## src/rtl/dac_pll_pkg.sv

```systemverilog
package dac_pll_pkg;
  typedef enum logic [1:0] {
    PORT_MASK = 2'd0,
    PORT_WIDX = 2'd1,
    PORT_RIDX = 2'd2,
    PORT_DATA = 2'd3
  } port_e;

  localparam logic [7:0] SLOT_FIX0 = 8'h00;
  localparam logic [7:0] SLOT_FIX1 = 8'h01;
  localparam logic [7:0] SLOT_PIX  = 8'h02;
  localparam logic [7:0] SLOT_MEM  = 8'h0A;
  localparam logic [7:0] SLOT_CTRL = 8'h0E;

  localparam logic [7:0] FIX0_M = 8'h28;
  localparam logic [7:0] FIX0_N = 8'h61;
  localparam logic [7:0] FIX1_M = 8'h3D;
  localparam logic [7:0] FIX1_N = 8'h62;

  typedef struct packed {
    logic [6:0] m;
    logic [6:0] n;
  } pll_pair_t;
endpackage

```

## src/rtl/dac_idx_ptr.sv

```systemverilog
module dac_idx_ptr #(
  parameter int IW = 8
) (
  input  logic          clk,
  input  logic          rst,
  input  logic          load,
  input  logic [IW-1:0] load_val,
  input  logic          step,
  input  logic          pll_mode,
  input  logic          single,
  output logic [IW-1:0] idx,
  output logic          phase
);
  always_ff @(posedge clk) begin
    if (rst) begin
      idx   <= '0;
      phase <= 1'b0;
    end else if (load) begin
      idx   <= load_val;
      phase <= 1'b0;
    end else if (step) begin
      if (!pll_mode || single || phase) begin
        idx   <= idx + 1'b1;
        phase <= 1'b0;
      end else begin
        phase <= 1'b1;
      end
    end
  end

  // index write restarts at byte M
  p_load_phase_r3: assert property (@(posedge clk) disable iff (rst)
    load |=> (phase == 1'b0) && (idx == $past(load_val)));

  // second byte of a pair moves to the next slot
  p_pair_advance_r3: assert property (@(posedge clk) disable iff (rst)
    (step && !load && pll_mode && phase) |=> (phase == 1'b0) && (idx == $past(idx) + 1'b1));
endmodule

```

## src/rtl/dac_pll_bank.sv

```systemverilog
module dac_pll_bank
  import dac_pll_pkg::*;
(
  input  logic      clk,
  input  logic      rst,
  input  logic      we,
  input  logic [7:0] widx,
  input  logic      wph,
  input  logic [7:0] wdata,
  input  logic [7:0] ridx,
  input  logic      rph,
  output logic [7:0] rdata,
  output pll_pair_t pix,
  output pll_pair_t mem,
  output logic [7:0] ctrl
);
  always_ff @(posedge clk) begin
    if (rst) begin
      pix  <= '0;
      mem  <= '0;
      ctrl <= '0;
    end else if (we) begin
      case (widx)
        SLOT_PIX: begin
          if (wph) pix.n <= wdata[6:0];
          else     pix.m <= wdata[6:0];
        end
        SLOT_MEM: begin
          if (wph) mem.n <= wdata[6:0];
          else     mem.m <= wdata[6:0];
        end
        SLOT_CTRL: ctrl <= wdata;
        default: ;
      endcase
    end
  end

  always_comb begin
    case (ridx)
      SLOT_FIX0: rdata = rph ? FIX0_N : FIX0_M;
      SLOT_FIX1: rdata = rph ? FIX1_N : FIX1_M;
      SLOT_PIX:  rdata = {1'b0, rph ? pix.n : pix.m};
      SLOT_MEM:  rdata = {1'b0, rph ? mem.n : mem.m};
      SLOT_CTRL: rdata = ctrl;
      default:   rdata = 8'h00;
    endcase
  end

  // writes outside the stored slots leave every register alone
  p_ignored_write_r4: assert property (@(posedge clk) disable iff (rst)
    (we && widx != SLOT_PIX && widx != SLOT_MEM && widx != SLOT_CTRL)
      |=> $stable(pix) && $stable(mem) && $stable(ctrl));
endmodule

```

## src/rtl/dac_mask_seq.sv

```systemverilog
module dac_mask_seq #(
  parameter int         SEQ_LEN  = 4,
  parameter logic [7:0] CHIP_ID  = 8'h71,
  parameter logic [7:0] MASK_RST = 8'hFF
) (
  input  logic       clk,
  input  logic       rst,
  input  logic       mask_rd,
  input  logic       mask_wr,
  input  logic       arm,
  input  logic       other,
  input  logic [7:0] wdata,
  output logic [7:0] rd_val,
  output logic [7:0] mask,
  output logic [7:0] cmd
);
  localparam int CW = $clog2(SEQ_LEN + 1);
  localparam logic [CW-1:0] LAST = CW'(SEQ_LEN - 1);

  logic          armed;
  logic          open;
  logic [CW-1:0] cnt;

  always_ff @(posedge clk) begin
    if (rst) begin
      armed <= 1'b0;
      open  <= 1'b0;
      cnt   <= '0;
      mask  <= MASK_RST;
      cmd   <= 8'h00;
    end else if (arm) begin
      armed <= 1'b1;
      open  <= 1'b0;
      cnt   <= '0;
    end else if (other) begin
      armed <= 1'b0;
      open  <= 1'b0;
      cnt   <= '0;
    end else if (mask_rd) begin
      if (armed) begin
        if (cnt == LAST) begin
          open  <= 1'b1;
          armed <= 1'b0;
          cnt   <= '0;
        end else begin
          cnt <= cnt + 1'b1;
        end
      end
    end else if (mask_wr) begin
      if (open) begin
        cmd <= wdata;
      end else begin
        mask  <= wdata;
        armed <= 1'b0;
        cnt   <= '0;
      end
    end
  end

  always_comb begin
    if (open)                       rd_val = cmd;
    else if (armed && cnt == LAST)  rd_val = CHIP_ID;
    else                            rd_val = mask;
  end

  // the last read of the run opens the command register
  p_open_after_run_r8: assert property (@(posedge clk) disable iff (rst)
    (mask_rd && armed && cnt == LAST && !arm && !other) |=> open);

  // while open, mask writes leave the pixel mask alone
  p_mask_kept_open_r8: assert property (@(posedge clk) disable iff (rst)
    (open && mask_wr && !arm && !other) |=> $stable(mask));

  // a foreign access closes and disarms
  p_other_closes_r9: assert property (@(posedge clk) disable iff (rst)
    (other && !arm) |=> !open && !armed);
endmodule

```

## src/rtl/dac_pal_stub.sv

```systemverilog
module dac_pal_stub #(
  parameter int AW = 4
) (
  input  logic          clk,
  input  logic          we,
  input  logic [AW-1:0] waddr,
  input  logic [7:0]    wdata,
  input  logic          re,
  input  logic [AW-1:0] raddr,
  output logic [7:0]    q
);
  localparam int DEPTH = 1 << AW;

  logic [7:0] mem_q [DEPTH];

  always_ff @(posedge clk) begin
    if (we) mem_q[waddr] <= wdata;
    if (re) q <= mem_q[raddr];
  end
endmodule

```

## src/rtl/dac_pll_port.sv

```systemverilog
module dac_pll_port
  import dac_pll_pkg::*;
#(
  parameter int         PAL_AW   = 4,
  parameter int         SEQ_LEN  = 4,
  parameter logic [7:0] CHIP_ID  = 8'h71,
  parameter logic [7:0] MASK_RST = 8'hFF
) (
  input  logic       clk,
  input  logic       rst,
  input  logic [1:0] bus_addr,
  input  logic       bus_wr,
  input  logic       bus_rd,
  input  logic [7:0] bus_wdata,
  output logic [7:0] bus_rdata,
  input  logic       pll_mode,
  output logic [6:0] pix_m,
  output logic [4:0] pix_n1,
  output logic [1:0] pix_n2,
  output logic [6:0] mem_m,
  output logic [4:0] mem_n1,
  output logic [1:0] mem_n2,
  output logic [7:0] pll_ctrl,
  output logic [7:0] dac_cmd,
  output logic [7:0] pix_mask
);
  logic wr_mask, wr_widx, wr_ridx, wr_data;
  logic rd_mask, rd_data, other_acc;

  assign wr_mask   = bus_wr && (bus_addr == PORT_MASK);
  assign wr_widx   = bus_wr && (bus_addr == PORT_WIDX);
  assign wr_ridx   = bus_wr && (bus_addr == PORT_RIDX);
  assign wr_data   = bus_wr && (bus_addr == PORT_DATA);
  assign rd_mask   = bus_rd && (bus_addr == PORT_MASK);
  assign rd_data   = bus_rd && (bus_addr == PORT_DATA);
  assign other_acc = (bus_wr || bus_rd) && (bus_addr != PORT_MASK);

  logic [7:0] widx, ridx;
  logic       wph, rph;

  dac_idx_ptr #(.IW(8)) wptr_i (
    .clk(clk), .rst(rst), .load(wr_widx), .load_val(bus_wdata),
    .step(wr_data), .pll_mode(pll_mode), .single(widx == SLOT_CTRL),
    .idx(widx), .phase(wph)
  );

  dac_idx_ptr #(.IW(8)) rptr_i (
    .clk(clk), .rst(rst), .load(wr_ridx), .load_val(bus_wdata),
    .step(rd_data), .pll_mode(pll_mode), .single(ridx == SLOT_CTRL),
    .idx(ridx), .phase(rph)
  );

  logic [7:0] bank_rd;
  pll_pair_t  pix, mem;

  dac_pll_bank bank_i (
    .clk(clk), .rst(rst), .we(wr_data && pll_mode),
    .widx(widx), .wph(wph), .wdata(bus_wdata),
    .ridx(ridx), .rph(rph), .rdata(bank_rd),
    .pix(pix), .mem(mem), .ctrl(pll_ctrl)
  );

  logic [7:0] seq_rd;

  dac_mask_seq #(.SEQ_LEN(SEQ_LEN), .CHIP_ID(CHIP_ID), .MASK_RST(MASK_RST)) seq_i (
    .clk(clk), .rst(rst), .mask_rd(rd_mask), .mask_wr(wr_mask),
    .arm(wr_widx), .other(other_acc), .wdata(bus_wdata),
    .rd_val(seq_rd), .mask(pix_mask), .cmd(dac_cmd)
  );

  logic [7:0] pal_q;

  dac_pal_stub #(.AW(PAL_AW)) pal_i (
    .clk(clk), .we(wr_data && !pll_mode), .waddr(widx[PAL_AW-1:0]),
    .wdata(bus_wdata), .re(rd_data && !pll_mode), .raddr(ridx[PAL_AW-1:0]),
    .q(pal_q)
  );

  logic [7:0] rdata_r;
  logic       src_pal;

  always_ff @(posedge clk) begin
    if (rst) begin
      rdata_r <= 8'h00;
      src_pal <= 1'b0;
    end else if (bus_rd) begin
      src_pal <= (bus_addr == PORT_DATA) && !pll_mode;
      case (bus_addr)
        PORT_MASK: rdata_r <= seq_rd;
        PORT_WIDX: rdata_r <= widx;
        PORT_RIDX: rdata_r <= ridx;
        default:   rdata_r <= bank_rd;
      endcase
    end
  end

  assign bus_rdata = src_pal ? pal_q : rdata_r;

  assign pix_m  = pix.m;
  assign pix_n1 = pix.n[4:0];
  assign pix_n2 = pix.n[6:5];
  assign mem_m  = mem.m;
  assign mem_n1 = mem.n[4:0];
  assign mem_n2 = mem.n[6:5];

  // read data holds between read strobes
  p_rdata_hold_r11: assert property (@(posedge clk) disable iff (rst)
    !bus_rd |=> $stable(bus_rdata));

  // first fixed slot returns its M byte
  p_fixed_slot_r4: assert property (@(posedge clk) disable iff (rst)
    (rd_data && pll_mode && ridx == SLOT_FIX0 && !rph) |=> bus_rdata == FIX0_M);

  // clock bytes read back with bit 7 clear
  p_msb_clear_r5: assert property (@(posedge clk) disable iff (rst)
    (rd_data && pll_mode && ridx != SLOT_CTRL) |=> !bus_rdata[7]);

  // one strobe per cycle
  p_single_strobe_r11: assert property (@(posedge clk) disable iff (rst)
    !(bus_rd && bus_wr));
endmodule

```

## config.mk

```make
export PLATFORM = sky130hd
export DESIGN_NAME = dac_pll_port
export DESIGN_NICKNAME = d
export VERILOG_FILES = /design/src/rtl/dac_pll_pkg.sv /design/src/rtl/dac_idx_ptr.sv /design/src/rtl/dac_pll_bank.sv /design/src/rtl/dac_mask_seq.sv /design/src/rtl/dac_pal_stub.sv /design/src/rtl/dac_pll_port.sv
export SDC_FILE = /design/constraint.sdc
export NUM_CORES = 1
export LEC_CHECK = 0
export CAP_MARGIN = 0
export CORE_ASPECT_RATIO = 0.5
export CORE_MARGIN = 5
export CORE_UTILIZATION = 59
export DETAILED_ROUTE_END_ITERATION = 16
export PLACE_DENSITY = 0.8
export SKIP_LAST_GASP = 1
export SYNTH_ARGS = -nofsm -noshare
export SYNTH_HDL_FRONTEND = slang
export SYNTH_HIERARCHICAL = 1
export SYNTH_SLANG_ARGS = --single-unit
```

## constraint.sdc

```tcl
create_clock -name clk -period 3.2 [get_ports clk]
set_clock_uncertainty 0.15 [all_clocks]
set_input_delay 0.8 -clock clk [delete_from_list [all_inputs] [get_ports clk]]
set_output_delay 0.8 -clock clk [all_outputs]
set_load 0.01 [all_outputs]
```

# Yosys cells after proc, flatten, opt, wreduce, memory -nomap -nowiden
# Memory sizes are Yosys's and may differ from the RTL's. A register that Yosys moved wholly into a read port is not among the register bits.
# Index checks and enable logic that the tools add are counted.
totals:
  reg_bits: 84
  mem_bits_rw: 128
  input_bits: 15
  out_inout_bits: 60
  elab_cells: 112
  memories: 1
mem_list:
  columns: ["name", "depth", "width", "rd", "rd_clocked_by_memory_dff", "write_ports", "line_no", "text"]
  rows:
  - ["pal_i.mem_q", 16, 8, 1, 1, 1, "dac_pal_stub.sv:14", "logic [7:0] mem_q [DEPTH];"]
classes:
  n_addsub: 3
  eq_ne: 14
  n_mux: 31
  bitwise: 5
  n_reduce_logical: 42
ops:
  columns: ["op", "n"]
  rows:
  - ["2-to-1 mux 8 bit", 9]
  - ["one-hot mux 8 bit (5 select lines)", 1]
  - ["== test 8 x 4 -> 1 bit (second input constant)", 4]
  - ["2-to-1 mux 7 bit", 4]
  - ["one-hot mux 8 bit (3 select lines)", 1]
  - ["AND reduction 3 bit", 6]
  - ["adder 8 x 1 -> 8 bit (second input constant)", 2]
  - ["== test 8 x 2 -> 1 bit (second input constant)", 2]
  - ["2-to-1 mux 3 bit", 5]
  - ["logical AND 1 bit", 12]
  - ["nonzero test 2 bit", 6]
  - ["2-to-1 mux 1 bit", 11]
  - ["AND reduction 5 bit", 2]
  - ["== test 8 x 1 -> 1 bit (second input constant)", 1]
  - ["zero test 8 bit", 1]
  - ["AND reduction 2 bit", 4]
  - ["logical OR 1 bit", 5]
  - ["NOT 1 bit", 5]
  - ["== test 2 bit (second input constant)", 2]
  - ["inequality test 4 x 3 -> 1 bit (second input constant)", 1]
  - ["nonzero test 4 bit", 1]
  - ["OR reduction 2 bit", 2]
  - ["adder 3 x 1 -> 3 bit (second input constant)", 1]
  - ["== test 3 x 2 -> 1 bit (second input constant)", 1]
  - ["other kinds (6)", 6]

# Depth between registers and ports, before layout
# Gate-level depths: netlist of the first run.
logic_depth:
  depth_word: 6
  mapped_depth: 7
  depth_no_buf: 6

# Modules after synthesis
# The synthesis of the first run kept the hierarchy.
modules_own_cells:
  columns: ["module", "n_inst", "cells_each", "area_per_inst_um2", "seq_area_each_um2"]
  rows:
  - ["dac_pal_stub", 1, 229, 5227.5, 4083.9]
  - ["dac_pll_bank", 1, 195, 1979.4, 720.7]
  - ["dac_idx_ptr", 2, 61, 514.2, 180.2]
  - ["dac_mask_seq", 1, 112, 1017.2, 420.4]
  - ["dac_pll_port", 1, 80, 768.2, 180.2]

# Worst setup path after synthesis of the first run
# Ideal clock, no wire load.
synth_path:
  kind: "input port to flip-flop"
  start: "input bus_addr[1]"
  end: "memory pal_i.mem_q[0][0], enable pin"
  setup_ns: 0.383
  arrival_time_ns: 2.495
  required_ns: 2.667
  path_slack_ns: 0.172
  cell_stages: 5
  n_path_buf: 1
  cell_sequence: "buf_6 > and3_1 > nor2b_1 > or3b_2 > nor3_1"
synth_via:
  elab_chain_len: 5
synth_rtl:
  columns: ["item", "line_no", "text"]
  rows:
  - ["from (decl)", "dac_pll_port.sv:11", "input logic [1:0] bus_addr,"]
  - ["== test 2 bit", "dac_pll_port.sv:33", "assign wr_data = bus_wr && (bus_addr == PORT_DATA);"]
  - ["logical AND 1 bit", "dac_pll_port.sv:33", null]
  - ["net wr_data", "dac_pll_port.sv:27", "logic wr_mask, wr_widx, wr_ridx, wr_data;"]
  - ["logical AND 1 bit", "dac_pll_port.sv:74", ".clk(clk), .we(wr_data && !pll_mode), .waddr(widx[PAL_AW-1:0]),"]
  - ["2-to-1 mux 1 bit", "dac_pal_stub.sv:17", "if (we) mem_q[waddr] <= wdata;"]
  - ["2-to-1 mux 1 bit (not written as such)", "dac_pal_stub.sv:17", null]
  - ["to (decl)", "dac_pal_stub.sv:14", null]
# The timed path passes the listed nets, and every way through them passes these cells.

# Worst setup path in the final report of the first run
layout_path:
  start: "register src_pal"
  end: "output bus_rdata[4]"
layout_via:
  elab_chain_len: 1
layout_rtl:
  columns: ["item", "line_no", "text"]
  rows:
  - ["from (decl)", "dac_pll_port.sv:80", "logic src_pal;"]
  - ["from (signal assigned)", "dac_pll_port.sv:87", "src_pal <= (bus_addr == PORT_DATA) && !pll_mode;"]
  - ["2-to-1 mux 8 bit", "dac_pll_port.sv:97", "assign bus_rdata = src_pal ? pal_q : rdata_r;"]
  - ["to (decl)", "dac_pll_port.sv:15", "output logic [7:0] bus_rdata,"]
# Every way passes these cells.

==> summary.md, run 1 <==
| Metric | Value |
|---|---|
| Status | `completed` |
| Tcrit/Tclk final | `90.6%` |
| GR Util All Layers | `25.1%` |
| CTS buffer count | `20` |
| Placed Cells | `1,047` |
| VDD IR max | `0.346 mV` |
| Clk slew on worst S/H paths | `70 ps` |
| Crit path from | `src_pal` |
| IO Port Bufs | `74` |
| Gpl congestion | `0.866` |
| Largest net degree at the start of global routing | `56` |
| Critical Path AT | `1950 ps` |
| CTS Sinks | `220` |
| DP HPWL | `16,600 microns` |
| Unique cell type count in the Yosys netlist | `65` |
| Layout cells sized above 1 | `15.8%` |
| Initial antenna violation count | `0` |
| Max Fclk | `345 MHz` |
| CP max FO | `9` |
| Die X | `194 microns` |
| Postcts setup bufs | `0` |
| Top Metal Used | `met4` |
| Final min period | `2900 ps` |
| Core area | `16,500 sq um` |
| Die H | `102 microns` |
| Final setup fails | `0` |
| Vias in the first global route | `6,582` |
| Vias | `6,839` |
| Hold_sp | `seq_i/cnt[2]` |
| Hold-fix buffers, CTS | `0` |
| Sequential area share after synthesis | `57.5%` |
| Post-synthesis register bit count | `220` |
| Met2 WL | `11,800 microns` |
| DRT iter0 DRCs | `604` |
| Initial DRT Pass Iterations | `6` |
| Syn Nets | `756` |
| Synthesis-to-finish area growth | `17.3%` |
| Root Driver | `clkbuf_16` |
| Sw Ratio | `22.9%` |
| Grt total ovfl | `0` |
| Top-area cell type share of the netlist area | `40.8%` |
| Yosys synthesis warning count | `6` |
| Ys async rst share | `0%` |
| Final hold slack | `315 ps` |
| Pins Over Slew Limit | `0` |
| Psw | `1.30 mW` |
| Synth Instances | `738` |
| CP delay by family, top | `flip-flops` |
| Top FF cell, synth | `edfxtp_1` |
| H-tree depth | `1` |
| Worst skew pair latency | `510 ps` |
| Wl on met1 | `10,400 microns` |
| Antenna Nets Post-Route | `0` |
| Hold Vio Cnt, Final | `0` |
| DIE AREA | `19,800 sq um` |
| Min-delay worst type | `reg2reg` |
| Syn avg cell area | `13.6 sq um` |
| Leak | `4.11 nW` |
| Post-CTS Resized | `0` |
| Ports | `75` |
| WP buf/inv | `1` |
| Worst Setup End Kind | `primary output` |
| Starting density of the core | `60.7%` |
| Max-Slew Margin vs Limit | `44.4%` |
| Dominant cell type by area after synthesis | `edfxtp_1` |
| Mapped Area | `10,000 sq um` |
| Reg power frac | `54.0%` |
| Met3 wire len | `2180 microns` |
| Slowest CP cell | `dfxtp_1` |
| Final Net Count | `860` |
| Drt total wl | `25,000 microns` |
| Post-Layout Cell Count | `1,079` |
| CP peak stage delay | `540 ps` |
| # rows | `33` |
| Critical path required time | `2250 ps` |
| Int Pwr | `4.39 mW` |
| RSZ-0062 raised after global routing | `no` |
| Max-Cap Viols | `0` |
| Max Root-Sink Buffers | `3` |
| Clk pwr share | `38.1%` |
| # diodes | `0` |
| Crit Path Class | `reg2out` |
| Top post-synthesis cells by area | `edfxtp_1 (41%), dfxtp_1 (17%), mux2i_1 (7.0%)` |
| Post-synth EDFFs | `136` |
| DR vias/cell | `6.34` |
| Least-Margin Pin Slew | `831 ps` |
| CP startpoint kind | `flip-flop` |
| Comb pwr share | `7.9%` |
| DRC errors left | `0` |
| Pwr dens | `484 nW/um^2` |
| Crit-path cells | `mux2_2 -> clkdlybuf4s50_1` |
| R2r startpoint | `rptr_i/idx[6]` |
| Global-route wire length before repair | `38,600 microns` |
| Setup TNS | `0 ps` |
| DR WL/cell | `23.2 microns` |
| CTS tree | `built` |
==> cell families after synthesis <==
logic type                 count (synthesis)  synth area share (%)
and+or+nand+nor                          254                  15.3
DFF                                      220                  57.5
muxes                                    120                  16.9
AOI/OAI and AO/OA                         87                  6.69
buffers and inverters                     53                  3.13
adders and majority gates                  3                 0.375
xor gates and xnor gates                   1                0.0874
==> state kept, by name, indices dropped and copies added, names as in the netlist <==
register	count
rdata_r	8
pal_i/q	8
rptr_i/idx	8
bank_i/pix	14
seq_i/cmd	8
pal_i/mem_q	128
seq_i/mask	8
seq_i/armed	1
wptr_i/idx	8
wptr_i/phase	1
bank_i/ctrl	8
seq_i/open	1
src_pal	1
seq_i/cnt	3
rptr_i/phase	1
bank_i/mem	14
==> worst paths after layout <==
path         slack [ps]  depth (start not counted)            end
max                 300                          2   bus_rdata[4]
min                 320                          2   seq_i/cnt[2]
max reg2reg         460                          5  rptr_i/idx[4]
min reg2reg         320                          2   seq_i/cnt[2]
==> final cells by class <==
| type | instances | area [sq um] |
|---|---|---|
| Tap cell | 227 | 284 |
| Multi-Input combinational cell | 465 | 3940 |
| Fill cell | 1079 | 4760 |
| Timing Repair Buffer | 123 | 1140 |
| Inverter | 12 | 45.0 |
| Clock buffer | 26 | 523 |
| Sequential cell | 220 | 5770 |
| Clock inverter | 6 | 57.6 |
==> cell usage after synthesis (all sizes together), types with 4 or more instances <==
cell     number
a22o          4
and2          5
and3         10
mux2         17
o31ai         6
nand4         6
a311oi       14
nand4b        6
a22oi        16
nor2         58
or3b         13
nand3b        6
or4           8
mux4         33
or3           8
nor2b        10
dfxtp        84
nand3        14
nor4          4
o21ai        11
mux2i        70
a2bb2oi       4
inv          12
nand2b       63
a2111oi       4
nor3          8
a21oi         6
clkbuf       12
buf          26
nand2        23
edfxtp      136
o221ai       11
==> power groups by stage <==
| stage | combinational [mW] | sequential [mW] | clock, mW |
|---|---|---|---|
| floorplan | 0.269 | 3.13 | 0 |
| global placement | 0.430 | 3.13 | 0 |
| detailed placement | 0.443 | 3.13 | 0 |
| CTS | 0.446 | 3.07 | 2.20 |
| global route | 0.483 | 3.08 | 2.33 |
| finish | 0.453 | 3.07 | 2.17 |
==> worst min-delay path, stage by stage, from the launching register on <==
cell and delay (ps):
dfxtp_1 320, nand2_1 60, nor3b_1 40
==> layer usage <==
layer  track usage (%)  up-vias
met1              34.8     3354
met5                 0        -
met2              42.0      362
li1                  -     3070
met4              5.89        0
met3              4.84       53
==> cells in the final DEF (no fill, tap or decap), types with 19 or more instances in the layout <==
| cell type | netlist | layout |
|---|---|---|
| mux4_2 | 19 | 19 |
| edfxtp_1 | 136 | 136 |
| buf_4 | 7 | 46 |
| nand2b_1 | 63 | 63 |
| nor2_1 | 58 | 58 |
| dfxtp_1 | 84 | 83 |
| clkbuf_16 | 0 | 20 |
| clkdlybuf4s50_1 | 0 | 73 |
| nand2_1 | 22 | 22 |
| mux2i_1 | 70 | 70 |
==> stage by stage <==
stage	area, sq um	setup WS [ps]	power (mW)	utilization, %
final	11800	300	5.69	71.2
after global routing	11800	252	5.88	71.2
after CTS	11800	283	5.72	71.2
after detailed placement	11200	164	3.58	67.7
after global placement	11200	164	3.56	67.7
after floorplan	10000	172	3.39	-
No activity file was read; power rests on OpenSTA's default activity.
==> run 2, diff against run 1 <==
--- a/config.mk
+++ b/config.mk
@@ -9,6 +9,7 @@
 export CORE_ASPECT_RATIO = 0.5
 export CORE_MARGIN = 5
 export CORE_UTILIZATION = 59
+export CTS_CLUSTER_SIZE = 12
 export DETAILED_ROUTE_END_ITERATION = 16
 export PLACE_DENSITY = 0.8
 export SKIP_LAST_GASP = 1
==> run 2 against run 1 <==
Compared with the run above:
- first-iteration DRC count rose by 6.5%
- highest routed layer unchanged
- critical path type unchanged
- sequential share of layout area is 0.24 points lower
- largest power group unchanged
- worst setup slack improved by 3.5 ps
==> summary.md, run 2 (same netlist as run 1, synthesis figures left out) <==
| Metric | Value |
|---|---|
| Status | `completed` |
| Placed Cells | `1,047 (unchanged)` |
| Hold-fix buffers, CTS | `0 (unchanged)` |
| Largest net degree at the start of global routing | `56 (unchanged)` |
| Grt total ovfl | `0 (unchanged)` |
| Post-Layout Cell Count | `1,084 (+0.46%)` |
| Post-CTS Resized | `0 (unchanged)` |
| Commonest non-fill, non-tap cell in the layout | `edfxtp_1` |
| Initial DRT Pass Iterations | `5 (-1)` |
| Worst Setup End Kind | `primary output` |
| Pins Over Slew Limit | `0 (unchanged)` |
| Worst skew pair latency | `530 ps (+20 ps)` |
| Total Power | `5.87 mW (+3.1%)` |
| Tcrit/Tclk final | `90.5% (-0.11 points)` |
| Final Net Count | `862 (+0.23%)` |
| DRT iter0 DRCs | `643 (+6.5%)` |
| Vias | `6,921 (+1.2%)` |
| Max Root-Sink Buffers | `3 (unchanged)` |
| Core area | `16,500 sq um (unchanged)` |
| Largest Register | `pal_i/mem_q` |
| CTS Sinks | `220 (unchanged)` |
| GR Util All Layers | `25.4% (+0.35 points)` |
| RSZ-0062 raised after global routing | `no` |
| # diodes | `0 (unchanged)` |
| Final Util | `71.5% (+0.35 points)` |
| Most frequent cells in the layout | `edfxtp_1 (136), dfxtp_1 (83), clkdlybuf4s50_1 (73)` |
| IO Port Bufs | `74 (unchanged)` |
| VDD IR max | `0.386 mV (+11%)` |
| Die H | `102 microns (unchanged)` |
| CTS buffer count | `22 (+10%)` |
| Final hold slack | `315 ps (-0.432 ps)` |
| Max Fclk | `345 MHz (+0.12%)` |
| Pwr dens | `497 nW/um^2 (+2.6%)` |
| Least-Margin Pin Slew | `811 ps (-19.7 ps)` |
| DP HPWL | `16,600 microns (unchanged)` |
| Clk slew on worst S/H paths | `60 ps (about the same)` |
| DRC errors left | `0 (unchanged)` |
| Final setup fails | `0 (unchanged)` |
| Critical Path AT | `1950 ps (about the same)` |
| H-tree depth | `1 (unchanged)` |
| Initial antenna violation count | `0 (unchanged)` |
| DIE AREA | `19,800 sq um (unchanged)` |
| Gpl congestion | `0.866 (unchanged)` |
| Vias in the first global route | `6,656 (+1.1%)` |
| DR WL/cell | `23.5 microns (+1.2%)` |
| Starting density of the core | `60.7% (unchanged)` |
| DR vias/cell | `6.38 (+0.73%)` |
| Max-Cap Viols | `0 (unchanged)` |
| Final min period | `2900 ps (-3.49 ps)` |
| Root Driver | `clkbuf_16` |
| Hold Vio Cnt, Final | `0 (unchanged)` |
| Top Registers | `pal_i/mem_q (128), bank_i/mem (14), bank_i/pix (14)` |
| Crit Path Class | `reg2out` |
| Die X | `194 microns (unchanged)` |
| Leak | `4.13 nW (+0.48%)` |
| Drt total wl | `25,400 microns (+1.7%)` |
| Postcts setup bufs | `0 (unchanged)` |
| Min-delay worst type | `reg2reg` |
| Global-route wire length before repair | `38,800 microns (+0.47%)` |
| # rows | `33 (unchanged)` |
| Critical path required time | `2250 ps (about the same)` |
| Ports | `75 (unchanged)` |
| CTS tree | `built` |
| Setup TNS | `0 ps (unchanged)` |
| Max-Slew Margin vs Limit | `45.9% (+1.5 points)` |
| Antenna Nets Post-Route | `0 (unchanged)` |
| Synthesis-to-finish area growth | `17.9%` |
| CP startpoint kind | `flip-flop` |
| Layout cells sized above 1 | `15.6% (-0.21 points)` |
| CP max FO | `9 (unchanged)` |
| Max reg flops | `128 (unchanged)` |
-- run 2: changes by cell type in the layout (fill, tap and decap cells not counted) --
cell	before	now
clkinv_2	3	0
clkinv_1	1	0
clkbuf_1	6	13
clkbuf_16	20	22
-- run 2: power breakdown --
group	switching, mW	internal (mW)
combinational	0.259	0.195
sequential	0.0410	3.04
clock	1.05	1.29
-- run 2: layout make-up --
type / instances / area, sq um
Clock buffer: 35 / 599
Clock inverter: 2 / 38.8
Fill cell: 1086 / 4700
Inverter: 12 / 45.0
Multi-Input combinational cell: 465 / 3940
Sequential cell: 220 / 5770
Tap cell: 227 / 284
Timing Repair Buffer: 123 / 1140
-- run 2: worst max-delay path: stages (launching register included) --
cell             delay (ps)
dfxtp_1                 530
mux2_2                  410
clkdlybuf4s50_1         490
-- run 2: worst paths after layout --
| path | from | to | slack [ps] | cells after the start |
|---|---|---|---|---|
| max | src_pal | bus_rdata[4] | 300 | 2 |
| min | seq_i/cnt[2] | seq_i/cnt[2] | 310 | 2 |
| max reg2reg | rptr_i/idx[6] | rptr_i/idx[4] | 530 | 5 |
| min reg2reg | seq_i/cnt[2] | seq_i/cnt[2] | 310 | 2 |
-- run 2: layer usage --
layer  routed length (microns)  track usage [%]
met4                       786             8.32
met2                     11900             41.7
met5                         0                0
met1                     10700             35.3
met3                      2030             4.68
-- run 2: per-stage QoR --
step	setup WS (ps)	cell area (sq um)
6_report	303	11800
4_1_cts	288	11800
3_5_place_dp	164	11200
2_1_floorplan	172	10000
5_1_grt	260	11800
3_3_place_gp	164	11200
==> run 3, diff against run 2 <==
--- a/config.mk
+++ b/config.mk
@@ -11,7 +11,7 @@
 export CORE_UTILIZATION = 59
 export CTS_CLUSTER_SIZE = 12
 export DETAILED_ROUTE_END_ITERATION = 16
-export PLACE_DENSITY = 0.8
+export PLACE_DENSITY_LB_ADDON = 0.05
 export SKIP_LAST_GASP = 1
 export SYNTH_ARGS = -nofsm -noshare
 export SYNTH_HDL_FRONTEND = slang
==> run 3 against run 2 <==
Compared with the run above:
- worst hold slack better by 3.2 ps
- total power is 0.51% higher
- non-clock buffer count is 2 higher
- critical path type unchanged
- global-route usage is 1.3 points lower
- critical endpoint unchanged
==> summary.md, run 3 (same netlist as run 1, synthesis figures left out) <==
| Metric | Value |
|---|---|
| Placed Cells | `1,049 (+0.19%)` |
| CTS Sinks | `220 (unchanged)` |
| DR WL/cell | `22.1 microns (-5.6%)` |
| Die X | `194 microns (unchanged)` |
| Grt total ovfl | `0 (unchanged)` |
| DP HPWL | `16,300 microns (-1.6%)` |
| Final Util | `71.8% (+0.23 points)` |
| Clk slew on worst S/H paths | `60 ps (about the same)` |
| Final Net Count | `864 (+0.23%)` |
| Vias | `6,602 (-4.6%)` |
| Worst Setup End Kind | `primary output` |
| Max Fclk | `347 MHz (+0.54%)` |
| Initial antenna violation count | `0 (unchanged)` |
| Core area | `16,500 sq um (unchanged)` |
| Vias in the first global route | `6,508 (-2.2%)` |
| RSZ-0062 raised after global routing | `no` |
| Total Power | `5.90 mW (+0.51%)` |
| Layout cells sized above 1 | `15.9% (+0.28 points)` |
| Worst skew pair latency | `520 ps (about the same)` |
| DIE AREA | `19,800 sq um (unchanged)` |
| Status | `completed` |
| Post-CTS Resized | `0 (unchanged)` |
| DR vias/cell | `6.07 (-5.0%)` |
| Global-route wire length before repair | `37,400 microns (-3.5%)` |
| Setup TNS | `0 ps (unchanged)` |
| Area of the multi-input gates | `3940 sq um (unchanged)` |
| FF-to-FF setup slack | `570 ps (+40 ps)` |
| Setup WS post-layout | `319 ps (+15.4 ps)` |
| Die H | `102 microns (unchanged)` |
| Ports | `75 (unchanged)` |
| Root Driver | `clkbuf_16` |
| Pwr dens | `498 nW/um^2 (+0.20%)` |
| Commonest non-fill, non-tap cell in the layout | `edfxtp_1` |
| Critical Path AT | `1930 ps (-20 ps)` |
| Max Root-Sink Buffers | `3 (unchanged)` |
| Post-Layout Cell Count | `1,088 (+0.37%)` |
| Starting density of the core | `60.7% (unchanged)` |
| Leak | `4.15 nW (+0.50%)` |
| Initial DRT Pass Iterations | `5 (unchanged)` |
| Most frequent cells in the layout | `edfxtp_1 (136), dfxtp_1 (83), clkdlybuf4s50_1 (73)` |
| Synthesis-to-finish area growth | `18.3%` |
| Min-delay worst type | `reg2reg` |
| # fillers | `1,131 (+4.1%)` |
| Tcrit/Tclk final | `90.0% (-0.48 points)` |
| H-tree depth | `1 (unchanged)` |
| Crit Path Class | `reg2out` |
| Least-Margin Pin Slew | `879 ps (+68.5 ps)` |
| Pins Over Slew Limit | `0 (unchanged)` |
| Largest Register | `pal_i/mem_q` |
| GR Util All Layers | `24.1% (-1.3 points)` |
| Max-Cap Viols | `0 (unchanged)` |
| Gpl congestion | `0.842 (-2.8%)` |
| Antenna Nets Post-Route | `0 (unchanged)` |
| Max-Slew Margin vs Limit | `41.3% (-4.6 points)` |
| Hold-fix buffers, CTS | `0 (unchanged)` |
| Largest net degree at the start of global routing | `60 (+7.1%)` |
| DRT iter0 DRCs | `670 (+4.2%)` |
| CP max FO | `9 (unchanged)` |
| CTS tree | `built` |
| Register area | `5770 sq um (unchanged)` |
| CTS buffer count | `22 (unchanged)` |
| DRC errors left | `0 (unchanged)` |
| Critical path required time | `2250 ps (about the same)` |
| Postcts setup bufs | `0 (unchanged)` |
| Place WS | `97.8 ps (-66.4 ps)` |
| # rows | `33 (unchanged)` |
| Hold Vio Cnt, Final | `0 (unchanged)` |
| CP startpoint kind | `flip-flop` |
| IO Port Bufs | `74 (unchanged)` |
| Top Registers | `pal_i/mem_q (128), bank_i/mem (14), bank_i/pix (14)` |
| Final setup fails | `0 (unchanged)` |
| VDD IR max | `0.457 mV (+18%)` |
| Drt total wl | `24,100 microns (-5.2%)` |
| Max reg flops | `128 (unchanged)` |
| Final min period | `2880 ps (-15.4 ps)` |
| # diodes | `0 (unchanged)` |
## run 3: layout make-up
cell class	instances	share of cell area [%]
clock buffer	38	5.32
multi-input combinational	465	33.2
clock inverter	1	0.253
inverter	12	0.380
tap	227	2.40
timing repair buffer	125	9.75
sequential	220	48.6
## run 3: critical path, cell delays in order (launching register included)
cell and delay [ps]:
dfxtp_1 520, mux2_2 400, clkdlybuf4s50_1 490
## run 3: path summary, 6_finish.rpt
kind / startpoint / cells after the start / end
max reg2reg: rptr_i/idx[6] / 5 / rptr_i/idx[4]
min reg2reg: seq_i/cnt[2] / 2 / seq_i/cnt[2]
max: src_pal / 2 / bus_rdata[4]
min: seq_i/cnt[2] / 2 / seq_i/cnt[2]
## run 3: per-layer routing
metal,global-route usage [%],up-vias,routed length [microns]
met3,5.07,33,1700
met2,40.0,242,11200
met4,3.83,0,304
li1,-,3083,-
met1,34.2,3244,10900
met5,0,-,0
## run 3: through the flow
step	hold WS, ps	instance area (sq um)
4_1_cts	319	11900
5_1_grt	336	11900
6_report	318	11900
3_3_place_gp	287	11200
3_5_place_dp	309	11200
2_1_floorplan	277	10000
## run 3: power by group
group	internal (mW)	switching (mW)	total, mW
registers	3.04	0.0295	3.06
logic	0.195	0.257	0.452
clock network	1.34	1.04	2.39
total	4.57	1.33	5.90
